[src/rtl/dram_refresh_pkg.sv]
package dram_refresh_pkg;

    typedef enum logic [2:0] {
        ST_IDLE,
        ST_WAIT,
        ST_LEAD,
        ST_ACT,
        ST_PRE
    } rf_state_e;

endpackage

[src/rtl/rfsh_tick.sv]
module rfsh_tick #(
    parameter int CLK_MHZ      = 250,
    parameter int RETENTION_US = 64000,
    parameter int ROWS         = 4096,
    parameter int OWE_W        = 14
) (
    input  logic             clk,
    input  logic             rst_n,
    input  logic             burst,
    output logic [OWE_W-1:0] add_rows
);
    localparam int PERIOD   = CLK_MHZ * RETENTION_US;
    localparam int INTERVAL = PERIOD / ROWS;
    localparam int CNT_W    = $clog2(PERIOD + 1);

    typedef struct packed {
        logic [CNT_W-1:0] cnt;
    } tick_t;

    tick_t            q, d;
    logic [CNT_W-1:0] limit;
    logic             hit;

    always_comb begin
        d        = q;
        limit    = burst ? CNT_W'(PERIOD - 1) : CNT_W'(INTERVAL - 1);
        hit      = (q.cnt >= limit);
        d.cnt    = hit ? '0 : q.cnt + 1'b1;
        add_rows = '0;
        if (hit) add_rows = burst ? OWE_W'(ROWS) : OWE_W'(1);
    end

    always_ff @(posedge clk) begin
        if (!rst_n) q <= '0;
        else        q <= d;
    end
endmodule

[src/rtl/rfsh_backlog.sv]
module rfsh_backlog #(
    parameter int MAX_OWED = 8192,
    parameter int OWE_W    = 14
) (
    input  logic             clk,
    input  logic             rst_n,
    input  logic [OWE_W-1:0] add_rows,
    input  logic             retire,
    output logic             owed_nz,
    output logic             overflow
);
    typedef struct packed {
        logic [OWE_W-1:0] owed;
        logic             ovf;
    } blog_t;

    blog_t          q, d;
    logic [OWE_W:0] sum;

    always_comb begin
        d   = q;
        // add and retire are merged in one update
        sum = {1'b0, q.owed} + {1'b0, add_rows} - {{OWE_W{1'b0}}, retire};
        if (sum > (OWE_W+1)'(MAX_OWED)) begin
            d.owed = OWE_W'(MAX_OWED);
            d.ovf  = 1'b1;
        end else begin
            d.owed = sum[OWE_W-1:0];
        end
    end

    always_ff @(posedge clk) begin
        if (!rst_n) q <= '0;
        else        q <= d;
    end

    assign owed_nz  = (q.owed != '0);
    assign overflow = q.ovf;
endmodule

[src/rtl/rfsh_seq.sv]
module rfsh_seq
    import dram_refresh_pkg::*;
#(
    parameter int T_CSR = 2,
    parameter int T_RAS = 3,
    parameter int T_RP  = 2
) (
    input  logic clk,
    input  logic rst_n,
    input  logic owed_nz,
    input  logic grant,
    output logic retire,
    output logic req,
    output logic ras_n,
    output logic cas_n
);
    localparam int TMAX  = (T_CSR > T_RAS) ? ((T_CSR > T_RP) ? T_CSR : T_RP)
                                           : ((T_RAS > T_RP) ? T_RAS : T_RP);
    localparam int TMR_W = $clog2(TMAX + 1);

    typedef struct packed {
        rf_state_e        st;
        logic [TMR_W-1:0] tmr;
    } seq_t;

    seq_t q, d;

    always_comb begin
        d      = q;
        retire = 1'b0;
        case (q.st)
            ST_IDLE: if (owed_nz) d.st = ST_WAIT;
            ST_WAIT: if (grant) begin
                d.st  = ST_LEAD;
                d.tmr = TMR_W'(T_CSR - 1);
            end
            ST_LEAD: if (q.tmr == '0) begin
                d.st  = ST_ACT;
                d.tmr = TMR_W'(T_RAS - 1);
            end else begin
                d.tmr = q.tmr - 1'b1;
            end
            ST_ACT: if (q.tmr == '0) begin
                retire = 1'b1;
                d.st   = ST_PRE;
                d.tmr  = TMR_W'(T_RP - 1);
            end else begin
                d.tmr = q.tmr - 1'b1;
            end
            ST_PRE: if (q.tmr == '0) begin
                if (owed_nz) begin
                    d.st  = ST_ACT;
                    d.tmr = TMR_W'(T_RAS - 1);
                end else begin
                    d.st  = ST_IDLE;
                end
            end else begin
                d.tmr = q.tmr - 1'b1;
            end
            default: d.st = ST_IDLE;
        endcase
    end

    always_ff @(posedge clk) begin
        if (!rst_n) begin
            q.st  <= ST_IDLE;
            q.tmr <= '0;
        end else begin
            q <= d;
        end
    end

    assign req   = (q.st != ST_IDLE);
    assign ras_n = (q.st != ST_ACT);
    assign cas_n = !((q.st == ST_LEAD) || (q.st == ST_ACT) || (q.st == ST_PRE));
endmodule

[src/rtl/dram_refresh_sched.sv]
module dram_refresh_sched #(
    parameter int CLK_MHZ      = 250,
    parameter int RETENTION_US = 64000,
    parameter int ROWS         = 4096,
    parameter int MAX_OWED     = 2 * ROWS,
    parameter int T_CSR        = 2,
    parameter int T_RAS        = 3,
    parameter int T_RP         = 2
) (
    input  logic clk,
    input  logic rst_n,
    input  logic burst_mode,
    input  logic grant,
    output logic req,
    output logic ras_n,
    output logic cas_n,
    output logic overflow
);
    localparam int OWE_W = $clog2(MAX_OWED + 1);

    logic [OWE_W-1:0] add_rows;
    logic             retire;
    logic             owed_nz;

    rfsh_tick #(
        .CLK_MHZ(CLK_MHZ), .RETENTION_US(RETENTION_US), .ROWS(ROWS), .OWE_W(OWE_W)
    ) u_tick (
        .clk(clk), .rst_n(rst_n), .burst(burst_mode), .add_rows(add_rows)
    );

    rfsh_backlog #(.MAX_OWED(MAX_OWED), .OWE_W(OWE_W)) u_backlog (
        .clk(clk), .rst_n(rst_n), .add_rows(add_rows), .retire(retire),
        .owed_nz(owed_nz), .overflow(overflow)
    );

    rfsh_seq #(.T_CSR(T_CSR), .T_RAS(T_RAS), .T_RP(T_RP)) u_seq (
        .clk(clk), .rst_n(rst_n), .owed_nz(owed_nz), .grant(grant),
        .retire(retire), .req(req), .ras_n(ras_n), .cas_n(cas_n)
    );
endmodule

[config.mk]
export PLATFORM = sky130hd
export DESIGN_NAME = dram_refresh_sched
export DESIGN_NICKNAME = d
export VERILOG_FILES = /design/src/rtl/dram_refresh_pkg.sv /design/src/rtl/rfsh_tick.sv /design/src/rtl/rfsh_backlog.sv /design/src/rtl/rfsh_seq.sv /design/src/rtl/dram_refresh_sched.sv
export SDC_FILE = /design/constraint.sdc
export NUM_CORES = 1
export LEC_CHECK = 0
export BUFFER_PORTS_ARGS = -buffer_cell sky130_fd_sc_hd__clkbuf_2
export CAP_MARGIN = 5
export CELL_PAD_IN_SITES_DETAIL_PLACEMENT = 0
export CELL_PAD_IN_SITES_GLOBAL_PLACEMENT = 1
export CORE_ASPECT_RATIO = 1.25
export CORE_MARGIN = 3
export CORE_UTILIZATION = 52
export DETAILED_ROUTE_END_ITERATION = 10
export GPL_TIMING_DRIVEN = 0
export PLACE_DENSITY = 0.89
export SYNTH_ARGS = -nofsm -noshare
export SYNTH_HDL_FRONTEND = slang
export SYNTH_HIERARCHICAL = 1
export SYNTH_SLANG_ARGS = --single-unit
export TNS_END_PERCENT = 10
[constraint.sdc]
create_clock -name clk -period 6.5 [get_ports clk]
set_clock_uncertainty 0.2 [all_clocks]
set_input_delay 0.975 -clock clk [delete_from_list [all_inputs] [get_ports clk]]
set_output_delay 0.975 -clock clk [all_outputs]
set_load 0.05 [all_outputs]
==> out/metrics.cfg, run 1 <==
[clock_tree]
cts_tree = done
postCtsSetupBuffers = 0
ctsResizeCount = 0
cts-htree-levels = 2
clk_pin_slew_ps = 90
cts_hold_buffers = 0
cts_root_buffer = clkbuf_8
clk_latency_ps = 300
clk_path_buf_depth = 2
clock-sinks = 44
cts-buffers-inserted = 5

[floorplanning]
fp.dieArea_um2 = 8010
io_pins = 8
chipHeight_um = 99.3
start_util_pct = 54.5
chipWidth_um = 80.7
rows = 33
core_um2 = 6650

[place]
io_buffers = 7
place_hpwl_um = 5870
place_congestion = 0.844
preCtsSetupSlack_ps = 1280

[yosys]
ys.warnings.count = 6
seq_area_frac_synth_pct = 24.3
ys.flop_type = dfxtp_1
synth-seq-cells = 44
syn-cell-area_um2 = 3620
async_flop_share_pct = 0
synth_edf_count = 0
syn_avg_cell_area_um2 = 8.29
synth_cell_types = 72
synthCells = 437

[grt]
grt_pass1_vias = 2977
grt_max_degree = 16
antenna_found_initial = 0
grt_usage_pct = 20.5
grt_overflow_total = 0
grt_pass1_wl_um = 13300

[finish]
diodes = 0
nets = 513
syn2layout_area_growth_pct = 8.29
fillers = 641
ff_latch_area_um2 = 881
multi_input_comb_area_um2 = 2370
drive_gt1_share_pct = 12.3

[setup_path]
max_stage_delay_ps = 390
rr_worst_depth = 15
r2r_setup_slack_ps = 2180
critPathRequiredTime_ps = 6480
slowest_stage = fa_1
crit_fanout = 13
crit_path_end_kind = flip-flop
startpoint_type = primary input
cp.arrival_ps = 4900
crit_type = in -> reg
crit_chain = clkbuf_2, inv_1, ha_1, nor4bb_1, and4b_1, o221ai_1, a31oi_1, ha_1, inv_1, fa_1, nand2b_1, a211oi_2, a2111oi_0, a211oi_1, and4_1, and3_1, a41oi_2

[power_and_ir_drop]
vdd_ir_drop_max_mv = 0.128
switching_share_pct = 42.0
pwr-share-comb_pct = 51.1
pwr-share-seq_pct = 29.4
power.leakage_nw = 1.65
clockPowerShare_pct = 19.5
powerDensity_nw_per_um2 = 286
power_switching_w = 0.000472
intPower_w = 0.000650

[hold_path]
hold_class = reg -> reg
min_delay_path_depth = 2

[sta]
fin_setup_tns_ps = 0
maxSlewHeadroom_pct = 57.2
period_minus_slack_ps = 4920
rsz0062_at_grt = false
worst_pin_slew_ps = 636
setup_viol_count_final = 0
fmax_mhz = 203
holdWs_ps = 320
slew_violations = 0
fin_ws_ps = 1580
finalCritPeriodShare_pct = 75.8
finalHoldViolCount = 0

[drt]
ant_nets = 0
firstDrtPassIters = 4
detail_route.vias_per_cell = 5.72
routedWlPerCell_um = 13.6
drt-total-wl_um = 7500
drt_iter0_drc = 82
num_vias = 3145
remaining_drc_errors = 0

[status]
status = finished clean

[job]
drv_cap = 0

## synthesized netlist by cell type, types with 2 or more instances
cell type	number	area share, %
o31ai_1	8	1.7
ha_1	46	16
a21oi_2	4	0.97
o21ai_0	5	0.69
nand2b_1	2	0.35
o211a_1	2	0.55
a2111oi_1	3	0.83
buf_6	2	0.62
o21ai_1	2	0.28
a21o_1	5	1.0
xor2_1	13	3.1
inv_1	64	6.6
and4_1	3	0.73
a211o_1	2	0.48
nor2_1	28	2.9
or4_1	5	1.0
a311oi_1	2	0.48
nor2b_1	4	0.69
nand2_1	25	2.6
or3_2	3	0.62
or3_1	3	0.52
nand4b_1	2	0.48
dfxtp_1	44	24
o21a_1	8	1.7
nand3_1	12	1.7
a31oi_1	3	0.52
o22ai_1	3	0.52
and4b_1	2	0.55
a211oi_2	2	0.69
clkbuf_1	6	0.62
a21oi_1	20	2.8
buf_2	4	0.55
a2111oi_0	9	2.2
nand4_1	7	1.2
nor4_1	17	2.9
xnor2_1	12	2.9
nor3_1	4	0.55
and3_1	5	0.86
buf_4	13	2.7
## worst max-delay path: cells and delay by family
family	cells	cell delay [ps]
AO/OA/AOI/OAI	6	1270
adder cells (fa/ha/maj)	3	970
buffers and inverters	3	400
AND/OR/NAND/NOR	5	1280
## metrics by stage
step           total power (W)  cell area [µm²]  instances  util, %
6_report               0.00112             3920        550     59.0
5_1_grt                0.00122             3920        550     59.0
4_1_cts                0.00113             3920        550     59.0
3_5_place_dp          0.000908             3810        542     57.3
3_3_place_gp          0.000896             3810        542     57.3
2_1_floorplan         0.000795             3660        448        -
## worst paths after layout
kind,start,endpoint
worst max-delay path,burst_mode,u_backlog/overflow
worst min-delay path,u_seq/q[0],u_seq/q[0]
worst max register to register,u_tick/q[15],u_backlog/overflow
worst min register to register,u_seq/q[0],u_seq/q[0]
## power groups by stage
stage | combinational (W) | clock, W | sequential [W]
6_report | 0.000573 | 0.000219 | 0.000330
4_1_cts | 0.000575 | 0.000227 | 0.000330
2_1_floorplan | 0.000455 | 0 | 0.000340
3_5_place_dp | 0.000571 | 0 | 0.000337
3_3_place_gp | 0.000559 | 0 | 0.000336
5_1_grt | 0.000648 | 0.000238 | 0.000336
## cells in the final DEF, fill, tap and decap left out, types with 9 or more instances in the layout
master / instances
nand2_1: 25
xor2_1: 13
buf_4: 13
xnor2_1: 12
a21oi_1: 20
nor4_1: 17
nor2_1: 28
ha_1: 46
a2111oi_0: 9
dfxtp_1: 44
conb_1: 12
inv_1: 64
nand3_1: 12
## cell families (layout without fill, tap and decap cells)
logic type / count (synthesis) / in the layout / share of synthesized area, %
other: 1 / 12 / 0.103
XOR/XNOR: 26 / 26 / 6.49
AND/OR/NAND/NOR: 138 / 138 / 22.2
buffers and inverters: 90 / 105 / 11.4
AO/OA/AOI/OAI: 90 / 90 / 18.8
adder cells (fa/ha/maj): 47 / 47 / 16.4
multiplexers: 1 / 1 / 0.276
flip-flops: 44 / 44 / 24.3
## layer usage
layer  vias up  track usage (%)  share of wire, %
met4         0             7.41               2.6
li1       1598                -                 -
met2        37             36.7                51
met5         -                0                 0
met1      1491             24.6                44
met3        19             2.99               2.4
## layout make-up
class / instances / area share [%]
inverter: 64 / 6.12
sequential: 44 / 22.4
buffer: 26 / 4.37
timing repair buffer: 7 / 0.893
tap: 87 / 2.77
clock buffer: 5 / 1.75
clock inverter: 3 / 1.18
multi-input combinational: 314 / 60.5
## sequential cells by signal, summed over array words and instances, names as in the netlist
register and count:
u_tick/q 24, u_backlog/q 14, u_seq/q 5, u_backlog/overflow 1
(Power assumes the default switching activity.)
==> inputs of run 2 (changes only) <==
--- a/config.mk
+++ b/config.mk
@@ -11,10 +11,10 @@
 export CELL_PAD_IN_SITES_GLOBAL_PLACEMENT = 1
 export CORE_ASPECT_RATIO = 1.25
 export CORE_MARGIN = 3
-export CORE_UTILIZATION = 52
+export CORE_UTILIZATION = 44
 export DETAILED_ROUTE_END_ITERATION = 10
 export GPL_TIMING_DRIVEN = 0
-export PLACE_DENSITY = 0.89
+export PLACE_DENSITY = 0.8
 export SYNTH_ARGS = -nofsm -noshare
 export SYNTH_HDL_FRONTEND = slang
 export SYNTH_HIERARCHICAL = 1
==> constraint.sdc (replaced) <==
create_clock -name clk -period 4.05 [get_ports clk]
set_clock_uncertainty 0.2 [all_clocks]
set_input_delay 0.6075 -clock clk [delete_from_list [all_inputs] [get_ports clk]]
set_output_delay 0.6075 -clock clk [all_outputs]
set_load 0.05 [all_outputs]
==> run 2 against run 1 <==
Effect of this change: the run now ends with negative setup slack left; critical endpoint is now u_backlog/q[7]; power up 71%; register-to-register slack got worse by 2100 ps; final cell count grew 2.7%; critical path type unchanged; global-route usage decreased by 2.4 points; non-clock buffer count is 7 higher.
==> out/metrics.cfg, run 2 (synthesis results as in run 1) <==
[power_and_ir_drop]
pwr-share-comb_pct = 53.8
clockPowerShare_pct = 18.5
pwr-share-seq_pct = 27.7
power_switching_w = 0.000811
intPower_w = 0.00111
vdd_ir_drop_max_mv = 0.306
switching_share_pct = 42.2
power.leakage_nw = 1.70
powerDensity_nw_per_um2 = 466

[status]
status = finished with violations
violations = negative setup slack

[grt]
grt_max_degree = 16
grt_usage_pct = 18.2
antenna_found_initial = 0
grt_pass1_wl_um = 13800
grt_overflow_total = 0
grt_pass1_vias = 3091

[finish]
fin_cells = 565
syn2layout_area_growth_pct = 13.7
diodes = 0
largest_reg_flops = 24
top_register = u_tick/q
largest_registers = u_tick/q (24), u_backlog/q (14), u_seq/q (5)
final_core_util_pct = 52.3
drive_gt1_share_pct = 17.9
final_common_cell = inv_1
nets = 520
layout_common_cells = 62 x inv_1, 44 x dfxtp_1, 42 x ha_1

[clock_tree]
cts_root_buffer = clkbuf_8
clock-sinks = 44
clk_path_buf_depth = 2
cts-buffers-inserted = 5
cts-htree-levels = 2
clk_latency_ps = 300
cts_tree = done
clk_pin_slew_ps = 90

[drt]
detail_route.vias_per_cell = 5.51
remaining_drc_errors = 0
ant_nets = 0
firstDrtPassIters = 4
routedWlPerCell_um = 14.1
num_vias = 3113
drt-total-wl_um = 7970
drt_iter0_drc = 103

[place]
place_inst = 550
place_hpwl_um = 6100
place_congestion = 0.825
io_buffers = 7

[floorplanning]
core_um2 = 7880
chipWidth_um = 87.2
rows = 36
io_pins = 8
chipHeight_um = 107
fp.dieArea_um2 = 9370
start_util_pct = 46.0

[sta]
finalHoldViolCount = 0
setup_viol_count_final = 13
holdWs_ps = 316
worst_pin_slew_ps = 563
fmax_mhz = 243
finalCritPeriodShare_pct = 102
slew_violations = 0
period_minus_slack_ps = 4120
fin_ws_ps = -68.3
rsz0062_at_grt = true
maxSlewHeadroom_pct = 62.1

[setup_path]
critPathRequiredTime_ps = 4040
crit_fanout = 10
crit_path_end_kind = flip-flop
cp.arrival_ps = 4110
crit_type = in -> reg
r2r_setup_slack_ps = 60
startpoint_type = primary input

[hold_path]
hold_class = reg -> reg

[job]
drv_cap = 0

run 2: worst paths after layout:
kind / depth (start not counted) / start / to
max: 18 / burst_mode / u_backlog/q[7]
min: 2 / u_seq/q[0] / u_seq/q[0]
max reg2reg: 16 / u_tick/q[15] / u_backlog/q[7]
min reg2reg: 2 / u_seq/q[0] / u_seq/q[0]
run 2: stage by stage:
stage / cell area (µm²) / worst slack, ps / TNS, ps / power (W)
final: 4120 / -68.3 / -679 / 0.00192
after global routing: 4120 / -287 / -3680 / 0.00207
after CTS: 4110 / -43.6 / -385 / 0.00193
after detailed placement: 3820 / -751 / -10250 / 0.00147
after global placement: 3820 / -700 / -9440 / 0.00145
after floorplan: 3670 / 11.3 / 0 / 0.00128
run 2: layer usage:
layer	track usage, %	routed length, µm
met5	0	0
met4	4.28	35
met3	2.45	119
met2	33.9	4280
met1	21.6	3540
run 2: what timing repair did:
action	4_1_cts	5_1_grt
hold buffers	0	0
pin swaps	21	8
endpoints found under the setup margin	15	15
resized for setup	24	2
setup buffers	7	0
run 2: cell type report:
| type | instances | area [µm²] |
|---|---|---|
| multi-input cells | 314 | 2480 |
| flip-flops and latches | 44 | 881 |
| clock inverters | 3 | 46.3 |
| inverters | 64 | 244 |
| plain buffers | 26 | 171 |
| repair buffers | 14 | 108 |
| clock buffers | 5 | 68.8 |
| well taps | 95 | 119 |
| fillers | 786 | 3760 |
run 2: power groups by stage:
| stage | Clock [W] | Combinational, W | Sequential (W) |
|---|---|---|---|
| 2_1_floorplan | 0 | 0.000730 | 0.000546 |
| 3_3_place_gp | 0 | 0.000906 | 0.000539 |
| 3_5_place_dp | 0 | 0.000925 | 0.000542 |
| 4_1_cts | 0.000365 | 0.00103 | 0.000533 |
| 5_1_grt | 0.000382 | 0.00114 | 0.000542 |
| 6_report | 0.000355 | 0.00103 | 0.000532 |
run 2: critical path: stages:
cell        delay, ps
clkbuf_16         110
clkinvlp_4        180
ha_4              320
nor4bb_4          300
and4b_1           280
o221ai_2          140
a31oi_2           150
ha_2              210
inv_2              40
fa_2              370
nand2b_4          170
a211oi_4          300
nor2_2            110
o211ai_2          210
xor2_2            210
nand3b_1          180
buf_6             160
nor2_1             60
